<file path="config.mk">
export PLATFORM = sky130hd
export DESIGN_NAME = cfiq_interp
export DESIGN_NICKNAME = d
export VERILOG_FILES = /design/src/rtl/cfiq_pkg.sv /design/src/rtl/cfiq_cmd_fsm.sv /design/src/rtl/cfiq_query_rom.sv /design/src/rtl/cfiq_read_port.sv /design/src/rtl/cfiq_interp.sv
export SDC_FILE = /design/constraint.sdc
export NUM_CORES = 1
export LEC_CHECK = 0
export CAP_MARGIN = 5
export CORE_ASPECT_RATIO = 0.9
export CORE_MARGIN = 5
export CORE_UTILIZATION = 38
export DETAILED_ROUTE_END_ITERATION = 8
export GPL_TIMING_DRIVEN = 1
export PLACE_DENSITY = 0.84
export REMOVE_ABC_BUFFERS = 1
export SLEW_MARGIN = 20
export SYNTH_ARGS = -nofsm -noshare
export SYNTH_HDL_FRONTEND = slang
export SYNTH_SLANG_ARGS = --single-unit
</file>
<file path="constraint.sdc">
create_clock -name clk -period 5 [get_ports clk]
set_input_delay 1 -clock clk [delete_from_list [all_inputs] [get_ports clk]]
set_output_delay 1 -clock clk [all_outputs]
set_load 0.02 [all_outputs]
</file>
<file path="src/rtl/cfiq_pkg.sv">
package cfiq_pkg;

  typedef enum logic [1:0] {
    MODE_ARRAY   = 2'b00,
    MODE_AUTOSEL = 2'b01,
    MODE_QUERY   = 2'b10
  } mode_e;

  // unlock progress in normal-array mode
  typedef enum logic [1:0] {
    UNLK_IDLE = 2'b00,
    UNLK_ONE  = 2'b01,
    UNLK_TWO  = 2'b10
  } unlk_e;

endpackage

</file>
<file path="src/rtl/cfiq_cmd_fsm.sv">
module cfiq_cmd_fsm
  import cfiq_pkg::*;
#(
  parameter int          ADDR_W     = 12,
  parameter int          DATA_W     = 16,
  parameter logic [7:0]  CMD_RESET  = 8'hF0,
  parameter logic [7:0]  CMD_QUERY  = 8'h98,
  parameter logic [7:0]  CMD_UNLK1  = 8'hAA,
  parameter logic [7:0]  CMD_UNLK2  = 8'h55,
  parameter logic [7:0]  CMD_IDENT  = 8'h90,
  parameter logic [11:0] ADR_QUERY  = 12'h055,
  parameter logic [11:0] ADR_UNLK_A = 12'h555,
  parameter logic [11:0] ADR_UNLK_B = 12'h2AA
) (
  input  logic              clk,
  input  logic              rst,
  input  logic              lockout,
  input  logic              wr_en,
  input  logic [ADDR_W-1:0] wr_addr,
  input  logic [DATA_W-1:0] wr_data,
  output mode_e             mode_q
);

  localparam int CMD_W = 8;

  mode_e ret_q, ret_d, mode_d;
  unlk_e unlk_q, unlk_d;

  logic [CMD_W-1:0] cmd;
  logic is_reset, is_query, is_u1, is_u2, is_id;

  assign cmd      = wr_data[CMD_W-1:0];
  assign is_reset = (cmd == CMD_RESET);
  assign is_query = (cmd == CMD_QUERY) && (wr_addr == ADDR_W'(ADR_QUERY));
  assign is_u1    = (cmd == CMD_UNLK1) && (wr_addr == ADDR_W'(ADR_UNLK_A));
  assign is_u2    = (cmd == CMD_UNLK2) && (wr_addr == ADDR_W'(ADR_UNLK_B));
  assign is_id    = (cmd == CMD_IDENT) && (wr_addr == ADDR_W'(ADR_UNLK_A));

  always_comb begin
    mode_d = mode_q;
    ret_d  = ret_q;
    unlk_d = unlk_q;
    if (wr_en) begin
      unique case (mode_q)
        MODE_ARRAY: begin
          if (is_reset) begin
            unlk_d = UNLK_IDLE;
          end else if (is_query) begin
            mode_d = MODE_QUERY;
            ret_d  = MODE_ARRAY;
            unlk_d = UNLK_IDLE;
          end else begin
            unique case (unlk_q)
              UNLK_IDLE: unlk_d = is_u1 ? UNLK_ONE : UNLK_IDLE;
              UNLK_ONE:  unlk_d = is_u2 ? UNLK_TWO : UNLK_IDLE;
              UNLK_TWO: begin
                unlk_d = UNLK_IDLE;
                if (is_id) mode_d = MODE_AUTOSEL;
              end
              default:   unlk_d = UNLK_IDLE;
            endcase
          end
        end
        MODE_AUTOSEL: begin
          if (is_reset) begin
            mode_d = MODE_ARRAY;
          end else if (is_query) begin
            mode_d = MODE_QUERY;
            ret_d  = MODE_AUTOSEL;
          end
        end
        MODE_QUERY: begin
          if (is_reset) begin
            mode_d = ret_q;
            ret_d  = MODE_ARRAY;
          end
        end
        default: mode_d = MODE_ARRAY;
      endcase
    end
  end

  always_ff @(posedge clk) begin
    if (rst || lockout) begin
      mode_q <= MODE_ARRAY;
      ret_q  <= MODE_ARRAY;
      unlk_q <= UNLK_IDLE;
    end else begin
      mode_q <= mode_d;
      ret_q  <= ret_d;
      unlk_q <= unlk_d;
    end
  end

endmodule

</file>
<file path="src/rtl/cfiq_query_rom.sv">
module cfiq_query_rom #(
  parameter int          ADDR_W   = 12,
  parameter int          DATA_W   = 16,
  parameter logic [11:0] TBL_BASE = 12'h010,
  parameter int          TBL_LEN  = 9
) (
  input  logic [ADDR_W-1:0] addr,
  output logic [DATA_W-1:0] data
);

  localparam int IDX_W = (TBL_LEN > 1) ? $clog2(TBL_LEN) : 1;

  function automatic logic [DATA_W-1:0] entry(input int idx);
    case (idx)
      0:       entry = DATA_W'(16'h0051);
      1:       entry = DATA_W'(16'h0052);
      2:       entry = DATA_W'(16'h0059);
      3:       entry = DATA_W'(16'h0002);
      5:       entry = DATA_W'(16'h0040);
      default: entry = '0;
    endcase
  endfunction

  logic [DATA_W-1:0] rom [TBL_LEN];

  for (genvar g = 0; g < TBL_LEN; g++) begin : g_rom
    assign rom[g] = entry(g);
  end

  logic [ADDR_W-1:0] offs;
  logic              hit;

  assign offs = addr - ADDR_W'(TBL_BASE);
  assign hit  = (addr >= ADDR_W'(TBL_BASE)) && (offs < ADDR_W'(TBL_LEN));
  assign data = hit ? rom[offs[IDX_W-1:0]] : '0;

endmodule

</file>
<file path="src/rtl/cfiq_read_port.sv">
module cfiq_read_port
  import cfiq_pkg::*;
#(
  parameter int          ADDR_W = 12,
  parameter int          DATA_W = 16,
  parameter logic [15:0] MFR_ID = 16'h0001,
  parameter logic [15:0] DEV_ID = 16'h227E
) (
  input  logic              clk,
  input  logic              rst,
  input  mode_e             mode,
  input  logic              rd_en,
  input  logic [ADDR_W-1:0] rd_addr,
  input  logic [DATA_W-1:0] array_rdata,
  input  logic [DATA_W-1:0] rom_data,
  output logic              rd_valid,
  output logic [DATA_W-1:0] rd_data
);

  logic [DATA_W-1:0] id_data, sel_data;

  always_comb begin
    if (rd_addr == '0)                    id_data = DATA_W'(MFR_ID);
    else if (rd_addr == ADDR_W'(1))       id_data = DATA_W'(DEV_ID);
    else                                  id_data = '0;
  end

  always_comb begin
    unique case (mode)
      MODE_AUTOSEL: sel_data = id_data;
      MODE_QUERY:   sel_data = rom_data;
      default:      sel_data = array_rdata;
    endcase
  end

  always_ff @(posedge clk) begin
    if (rst) begin
      rd_valid <= 1'b0;
      rd_data  <= '0;
    end else begin
      rd_valid <= rd_en;
      if (rd_en) rd_data <= sel_data;
    end
  end

endmodule

</file>
<file path="src/rtl/cfiq_interp.sv">
module cfiq_interp
  import cfiq_pkg::*;
#(
  parameter int          ADDR_W = 12,
  parameter int          DATA_W = 16,
  parameter logic [15:0] MFR_ID = 16'h0001,
  parameter logic [15:0] DEV_ID = 16'h227E
) (
  input  logic              clk,
  input  logic              rst,
  input  logic              lockout,
  input  logic              wr_en,
  input  logic [ADDR_W-1:0] wr_addr,
  input  logic [DATA_W-1:0] wr_data,
  input  logic              rd_en,
  input  logic [ADDR_W-1:0] rd_addr,
  input  logic [DATA_W-1:0] array_rdata,
  output logic [1:0]        mode,
  output logic              rd_valid,
  output logic [DATA_W-1:0] rd_data
);

  mode_e             mode_q;
  logic [DATA_W-1:0] rom_data;

  cfiq_cmd_fsm #(.ADDR_W(ADDR_W), .DATA_W(DATA_W)) u_fsm (
    .clk     (clk),
    .rst     (rst),
    .lockout (lockout),
    .wr_en   (wr_en),
    .wr_addr (wr_addr),
    .wr_data (wr_data),
    .mode_q  (mode_q)
  );

  cfiq_query_rom #(.ADDR_W(ADDR_W), .DATA_W(DATA_W)) u_rom (
    .addr (rd_addr),
    .data (rom_data)
  );

  cfiq_read_port #(
    .ADDR_W(ADDR_W), .DATA_W(DATA_W), .MFR_ID(MFR_ID), .DEV_ID(DEV_ID)
  ) u_rd (
    .clk         (clk),
    .rst         (rst),
    .mode        (mode_q),
    .rd_en       (rd_en),
    .rd_addr     (rd_addr),
    .array_rdata (array_rdata),
    .rom_data    (rom_data),
    .rd_valid    (rd_valid),
    .rd_data     (rd_data)
  );

  assign mode = mode_q;

endmodule

</file>
==> flow_metrics.py, run 1 <==
metrics = {
    "power": {
        "peakVddDrop_v": 0.000193,
        "p_switching_uw": 99.6,
        "leakagePower_nw": 0.730,
        "pwr-share-clk_pct": 32.0,
        "pwr-share-seq_pct": 44.1,
        "switching_share_pct": 23.4,
        "pwr-share-comb_pct": 23.8,
        "p_total_uw": 425,
        "power_density_nw_per_um2": 210,
        "p_int_uw": 326,
    },
    "clock_tree": {
        "clk_latency_ps": 310,
        "numCtsBuffers": 3,
        "cts_resized": 0,
        "cts_tree": "done",
        "root_buffer": "clkbuf_4",
        "holdBufCountCts": 0,
        "postCtsSetupBuffers": 0,
        "clkSlewWorstSetupHoldPaths_ps": 120,
        "clkSinkCount": 22,
        "cts_buffer_depth": 2,
        "htreeDepth": 1,
    },
    "floorplanning": {
        "die_y_um": 63.8,
        "core_area_um2": 3070,
        "num_io_pins": 80,
        "die_w_um": 69.7,
        "rows": 19,
        "die_area_um2": 4440,
        "initial_core_util_pct": 39.8,
    },
    "drt": {
        "route.detailed.drc": 0,
        "routed_wl_mm": 3.66,
        "routedWlPerCell_um": 13.6,
        "routed-via-count": 1424,
        "vias_per_cell": 5.29,
        "drt_iter0_markers": 61,
        "firstDrtPassIters": 4,
        "ant_nets": 0,
    },
    "critical_path": {
        "critPathBufInv": 1,
        "reg2reg_to": "u_rd.rd_data[9]",
        "r2r_cells": 6,
        "startpoint_type": "primary input",
        "crit_slowest_cell": "or4_4",
        "arrival_ps": 3050,
        "criticalPathCategory": "primary input to flip-flop",
        "cp.depth": 6,
        "regToRegStartpoint": "u_fsm.mode_q[0]",
        "crit_path_end": "u_fsm.mode_q[0]",
        "path_cells": "clkdlybuf4s50_1, or4_4, or4_4, a21boi_1, a22o_2, mux2i_1",
        "critical_path_required_ps": 5250,
        "crit_family": "simple AND/OR/NAND/NOR gates",
        "max_stage_delay_ps": 580,
        "worst_path_most_repeated_cell": "or4_4",
        "cp-end-kind": "flip-flop",
        "critPathMaxFanout": 4,
        "regToRegSetupSlack_ps": 3010,
        "worstSetupStartpoint": "wr_data[1]",
    },
    "final_layout": {
        "area_delta_synth_final_pct": 65.9,
        "antennaDiodeCount": 0,
        "fin_util_pct": 66.0,
        "instances_no_fill": 269,
        "drive_above_1_share_pct": 3.52,
        "final_nets": 293,
        "final_area_um2": 2020,
    },
    "logic_synthesis": {
        "synthCells": 155,
        "syn_area_um2": 1220,
        "synth_warnings": 0,
        "yosysMostFrequentCell": "dfxtp_1",
        "synth-seq-cells": 22,
        "synth_cell_types": 34,
        "synth.area.top_cells": "dfxtp_1, nand2_1, nor2_1, a21oi_1, ha_1",
        "synthTopCellsByCount": "dfxtp_1, nand2_1, nor2_1",
        "async_flop_share_pct": 0,
        "ys_seq_area_share_pct": 36.1,
        "synth_area_leader_cell": "dfxtp_1",
        "avgSynthCellArea_um2": 7.87,
        "synth_edf_count": 0,
        "synth-main-ff-cell": "dfxtp_1",
        "synth_top_area_share_pct": 36.1,
    },
    "hold_path": {
        "hold_class": "flip-flop to flip-flop",
        "hold_depth": 2,
        "min_from": "u_rd.rd_data[1]",
    },
    "sta": {
        "slew_viol_final": 0,
        "setup_viol": 0,
        "fin_worst_skew_ps": 0.791,
        "hold_viol_final": 0,
        "post-route-period-util_pct": 56.0,
        "max_slew.worst_pin.slew_ps": 697,
        "final.setup.tns_ps": 0,
        "max_freq_mhz": 357,
        "rsz0062_at_grt": "false",
        "maxSlewHeadroom_pct": 53.4,
        "fin_crit_ps": 2800,
    },
    "global_route": {
        "grt_start_max_net_pins": 20,
        "antenna_found_initial": 0,
        "grt_pass1_wl_mm": 5.85,
        "grt_use_total_pct": 16.0,
        "gr-total-overflow": 0,
        "first_global_vias": 1315,
    },
    "placed_design": {
        "post_dp_cell_area_um2": 1970,
        "post-dp-hpwl_mm": 2.98,
        "io_buffers": 71,
        "place.gp.congestion": 0.928,
        "dp_cells": 265,
    },
    "flow_run": {
        "drv_cap": 0,
    },
    "outcome": {
        "outcome": "completed",
    },
}
[worst min path at each step]
stage                      end  slack (ps)
6_report       u_rd.rd_data[1]         480
5_1_grt        u_rd.rd_data[4]         500
4_1_cts        u_rd.rd_data[1]         480
3_5_place_dp   u_rd.rd_data[1]         460
3_3_place_gp   u_rd.rd_data[1]         440
2_1_floorplan   u_fsm.ret_q[0]         500
[registers in the layout, indices dropped and copies added (netlist names)]
name,flops
u_fsm.mode_q,2
u_fsm.ret_q,1
u_fsm.unlk_q,2
u_rd.rd_data,16
u_rd.rd_valid,1
[final cells by class]
| type | instances | area (µm²) |
|---|---|---|
| fill | 253 | 1040 |
| multi-input combinational | 122 | 738 |
| timing repair buffer | 71 | 711 |
| sequential | 22 | 440 |
| tap | 42 | 52.6 |
| clock inverter | 1 | 30.0 |
| inverter | 8 | 30.0 |
| clock buffer | 3 | 22.5 |
[metal layers]
metal  global-route usage (%)  wire [µm]  up-vias
met5                        0          0        -
met4                     3.83         48        0
li1                         -          -      729
met2                     27.4       1710       47
met3                     4.70        290        6
met1                     20.0       1610      642
[cell usage in the layout (no fill, tap or decap), types with 3 or more instances in the layout]
cell type,synthesis,routed
clkdlybuf4s50_1,0,71
dfxtp_1,22,22
nand2_1,20,20
nor2_1,18,18
a21oi_1,10,10
nor4_1,7,7
inv_1,6,6
nor3_1,6,6
a22oi_1,6,6
o21ai_0,5,5
o21ai_1,5,5
nor2b_1,4,4
nor4bb_1,4,4
a211oi_1,4,4
ha_1,4,4
nand4_1,3,3
nand3_1,3,3
clkbuf_4,0,3
[metrics by stage]
stage / worst slack [ps] / hold WS [ps]
final: 2200 / 477
after detailed placement: 1870 / 460
after CTS: 2210 / 478
after global placement: 1910 / 442
after global routing: 2150 / 496
after floorplan: 2440 / 502
[cell families (layout without fill, tap and decap cells)]
group / Yosys count / count (layout) / synth area share (%)
simple gates: 73 / 73 / 31.9
compound gates: 43 / 43 / 22.9
flops: 22 / 22 / 36.1
buf+inv: 11 / 83 / 3.38
fa+ha+maj: 4 / 4 / 4.10
mux: 2 / 2 / 1.64
[worst reg2reg max path: stages, from the launching register on]
cell and delay, ps:
dfxtp_1 440, inv_1 90, ha_1 390, clkinv_1 270
o31a_1 430, a21boi_0 140, nor3_1 160
[power by group through the flow]
stage / sequential (mW) / clock [mW] / combinational, mW
finish: 0.188 / 0.136 / 0.101
global route: 0.189 / 0.146 / 0.109
CTS: 0.188 / 0.140 / 0.102
detailed placement: 0.192 / 0 / 0.101
global placement: 0.191 / 0 / 0.100
floorplan: 0.202 / 0 / 0.0220
No activity file was read; power rests on OpenSTA's default activity.
==> run 2: changes to the inputs <==
--- a/config.mk
+++ b/config.mk
@@ -8,10 +8,10 @@
 export CAP_MARGIN = 5
 export CORE_ASPECT_RATIO = 0.9
 export CORE_MARGIN = 5
-export CORE_UTILIZATION = 38
+export CORE_UTILIZATION = 32
 export DETAILED_ROUTE_END_ITERATION = 8
 export GPL_TIMING_DRIVEN = 1
-export PLACE_DENSITY = 0.84
+export PLACE_DENSITY = 0.76
 export REMOVE_ABC_BUFFERS = 1
 export SLEW_MARGIN = 20
 export SYNTH_ARGS = -nofsm -noshare
==> constraint.sdc (replaced) <==
create_clock -name clk -period 2.5 [get_ports clk]
set_input_delay 0.5 -clock clk [delete_from_list [all_inputs] [get_ports clk]]
set_output_delay 0.5 -clock clk [all_outputs]
set_load 0.02 [all_outputs]
==> run 2 against run 1 <==
Cell count grew 3.7%. Utilization shrank 10 points. Via count shrank 2.5%. Sequential power grew 99%. Hold slack lost 13 ps. Wire length grew 2.8%. Clock skew grew 2.5 ps. Die area grew 16%. Sequential share of layout area shrank 0.55 points. Combinational power grew 110%. Critical path type unchanged.
==> flow_metrics.py, run 2 (synthesis results as in run 1) <==
metrics = {
    "sta": {
        "setup_viol": 0,
        "post-route-period-util_pct": 92.7,
        "fin_ws_ps": 181,
        "rsz0062_at_grt": "false",
        "max_freq_mhz": 431,
        "max_slew.worst_pin.slew_ps": 494,
        "fin_worst_skew_ps": 3.31,
        "maxSlewHeadroom_pct": 66.6,
        "fin_crit_ps": 2320,
        "slew_viol_final": 0,
        "final.setup.tns_ps": 0,
        "hold_viol_final": 0,
    },
    "clock_tree": {
        "cts_buffer_depth": 2,
        "clk_latency_ps": 260,
        "root_buffer": "clkbuf_8",
        "clkSlewWorstSetupHoldPaths_ps": 80,
        "numCtsBuffers": 3,
        "clkSinkCount": 22,
        "cts_resized": 0,
        "postCtsSetupBuffers": 0,
        "cts_tree": "done",
        "holdBufCountCts": 0,
        "htreeDepth": 1,
    },
    "critical_path": {
        "crit_slowest_cell": "or4_4",
        "critPathMaxFanout": 3,
        "regToRegSetupSlack_ps": 510,
        "path_cells": "clkdlybuf4s50_1, or4_4, or4_4, a21boi_1, a22o_2, mux2i_1",
        "max_stage_delay_ps": 550,
        "startpoint_type": "primary input",
        "critical_path_required_ps": 2690,
        "regToRegStartpoint": "u_fsm.mode_q[0]",
        "worstSetupStartpoint": "wr_data[1]",
        "r2r_cells": 6,
        "reg2reg_to": "u_rd.rd_data[9]",
        "crit_path_end": "u_fsm.mode_q[0]",
        "arrival_ps": 2510,
        "worst_path_most_repeated_cell": "or4_4",
        "cp-end-kind": "flip-flop",
        "criticalPathCategory": "primary input to flip-flop",
    },
    "floorplanning": {
        "die_area_um2": 5150,
        "num_io_pins": 80,
        "core_area_um2": 3700,
        "initial_core_util_pct": 32.9,
        "rows": 21,
        "die_y_um": 68.6,
        "die_w_um": 75.1,
    },
    "drt": {
        "routedWlPerCell_um": 13.5,
        "firstDrtPassIters": 4,
        "ant_nets": 0,
        "routed_wl_mm": 3.76,
        "route.detailed.drc": 0,
        "routed-via-count": 1388,
        "vias_per_cell": 4.97,
        "drt_iter0_markers": 85,
    },
    "final_layout": {
        "multiInputGateArea_um2": 738,
        "final_common_cell": "clkdlybuf4s50_1",
        "largest_reg_flops": 16,
        "layout_common_cells": "clkdlybuf4s50_1, dfxtp_1, nand2_1",
        "area_delta_synth_final_pct": 70.3,
        "n_fill_cell": 360,
        "final_nets": 299,
        "drive_above_1_share_pct": 6.01,
        "top_register": "u_rd.rd_data",
        "antennaDiodeCount": 0,
        "largestRegisters": "u_rd.rd_data x16, u_fsm.mode_q x2, u_fsm.unlk_q x2",
        "instances_no_fill": 279,
        "register_area_um2": 440,
    },
    "power": {
        "leakagePower_nw": 0.759,
        "pwr-share-seq_pct": 44.8,
        "switching_share_pct": 24.3,
        "pwr-share-clk_pct": 30.3,
        "p_switching_uw": 203,
        "p_int_uw": 635,
        "power_density_nw_per_um2": 404,
        "peakVddDrop_v": 0.000261,
        "pwr-share-comb_pct": 24.9,
        "p_total_uw": 838,
    },
    "placed_design": {
        "place.gp.congestion": 0.806,
        "io_buffers": 71,
        "post-dp-hpwl_mm": 3.09,
        "pre_cts_slack_ps": -82.7,
        "dp_cells": 275,
    },
    "global_route": {
        "first_global_vias": 1354,
        "grt_start_max_net_pins": 15,
        "grt_use_total_pct": 15.3,
        "antenna_found_initial": 0,
        "gr-total-overflow": 0,
        "grt_pass1_wl_mm": 6.13,
    },
    "outcome": {
        "outcome": "completed",
    },
    "hold_path": {
        "hold_class": "flip-flop to flip-flop",
        "min_from": "u_rd.rd_data[4]",
    },
    "flow_run": {
        "drv_cap": 0,
    },
}
[run 2: changes by cell type in the layout (fill, tap and decap cells not counted)]
| cell | delta |
|---|---|
| clkbuf_8 | +4 |
| buf_4 | +6 |
| bufinv_16 | -1 |
| clkbuf_4 | -3 |
[run 2: worst min path at each step]
stage               slack, ps  depth (start not counted)               to
floorplan                 500                          2   u_fsm.ret_q[0]
global placement          440                          2  u_rd.rd_data[1]
detailed placement        450                          2  u_rd.rd_data[4]
CTS                       470                          2  u_rd.rd_data[1]
global route              500                          2  u_rd.rd_data[4]
finish                    460                          2  u_rd.rd_data[4]
[run 2: worst max-delay path, delay by kind of cell]
family | cells | cell delay, ps
and+or+nand+nor | 2 | 1050
buffers and inverters | 1 | 420
AOI/OAI and AO/OA | 2 | 350
muxes | 1 | 190
[run 2: area by class of cell]
class                           instances  area share [%]
Multi-Input combinational cell        122            35.5
Clock buffer                            4            2.65
Sequential cell                        22            21.2
Inverter                                8            1.45
Timing Repair Buffer                   77            36.4
Tap cell                               46            2.77
[run 2: metrics by stage]
step	util, %	hold slack, ps	instance area, µm²
floorplan	-	502	1210
global placement	54.6	438	2020
detailed placement	54.6	447	2020
CTS	56.1	467	2080
global route	56.1	502	2080
finish	56.1	464	2080
[run 2: power groups by stage]
stage,clock network (mW),logic (mW),registers [mW]
floorplan,0,0.0439,0.404
global placement,0,0.209,0.383
detailed placement,0,0.209,0.384
CTS,0.264,0.210,0.376
global route,0.283,0.226,0.378
finish,0.254,0.209,0.375
[run 2: per-layer routing]
layer | part of all wire (%) | GRT usage (%) | vias up
met2 | 47 | 25.9 | 32
met1 | 46 | 20.0 | 617
li1 | - | - | 737
met3 | 6.4 | 4.35 | 2
met5 | 0 | 0 | -
met4 | 0.35 | 2.00 | 0
==> run 3: changes to the inputs <==
--- a/config.mk
+++ b/config.mk
@@ -9,6 +9,7 @@
 export CORE_ASPECT_RATIO = 0.9
 export CORE_MARGIN = 5
 export CORE_UTILIZATION = 32
+export CTS_BUF_LIST = sky130_fd_sc_hd__clkbuf_8 sky130_fd_sc_hd__clkbuf_16
 export DETAILED_ROUTE_END_ITERATION = 8
 export GPL_TIMING_DRIVEN = 1
 export PLACE_DENSITY = 0.76
==> results of run 3 <==
Final layout, timing and power as in run 2 (identical DEF).
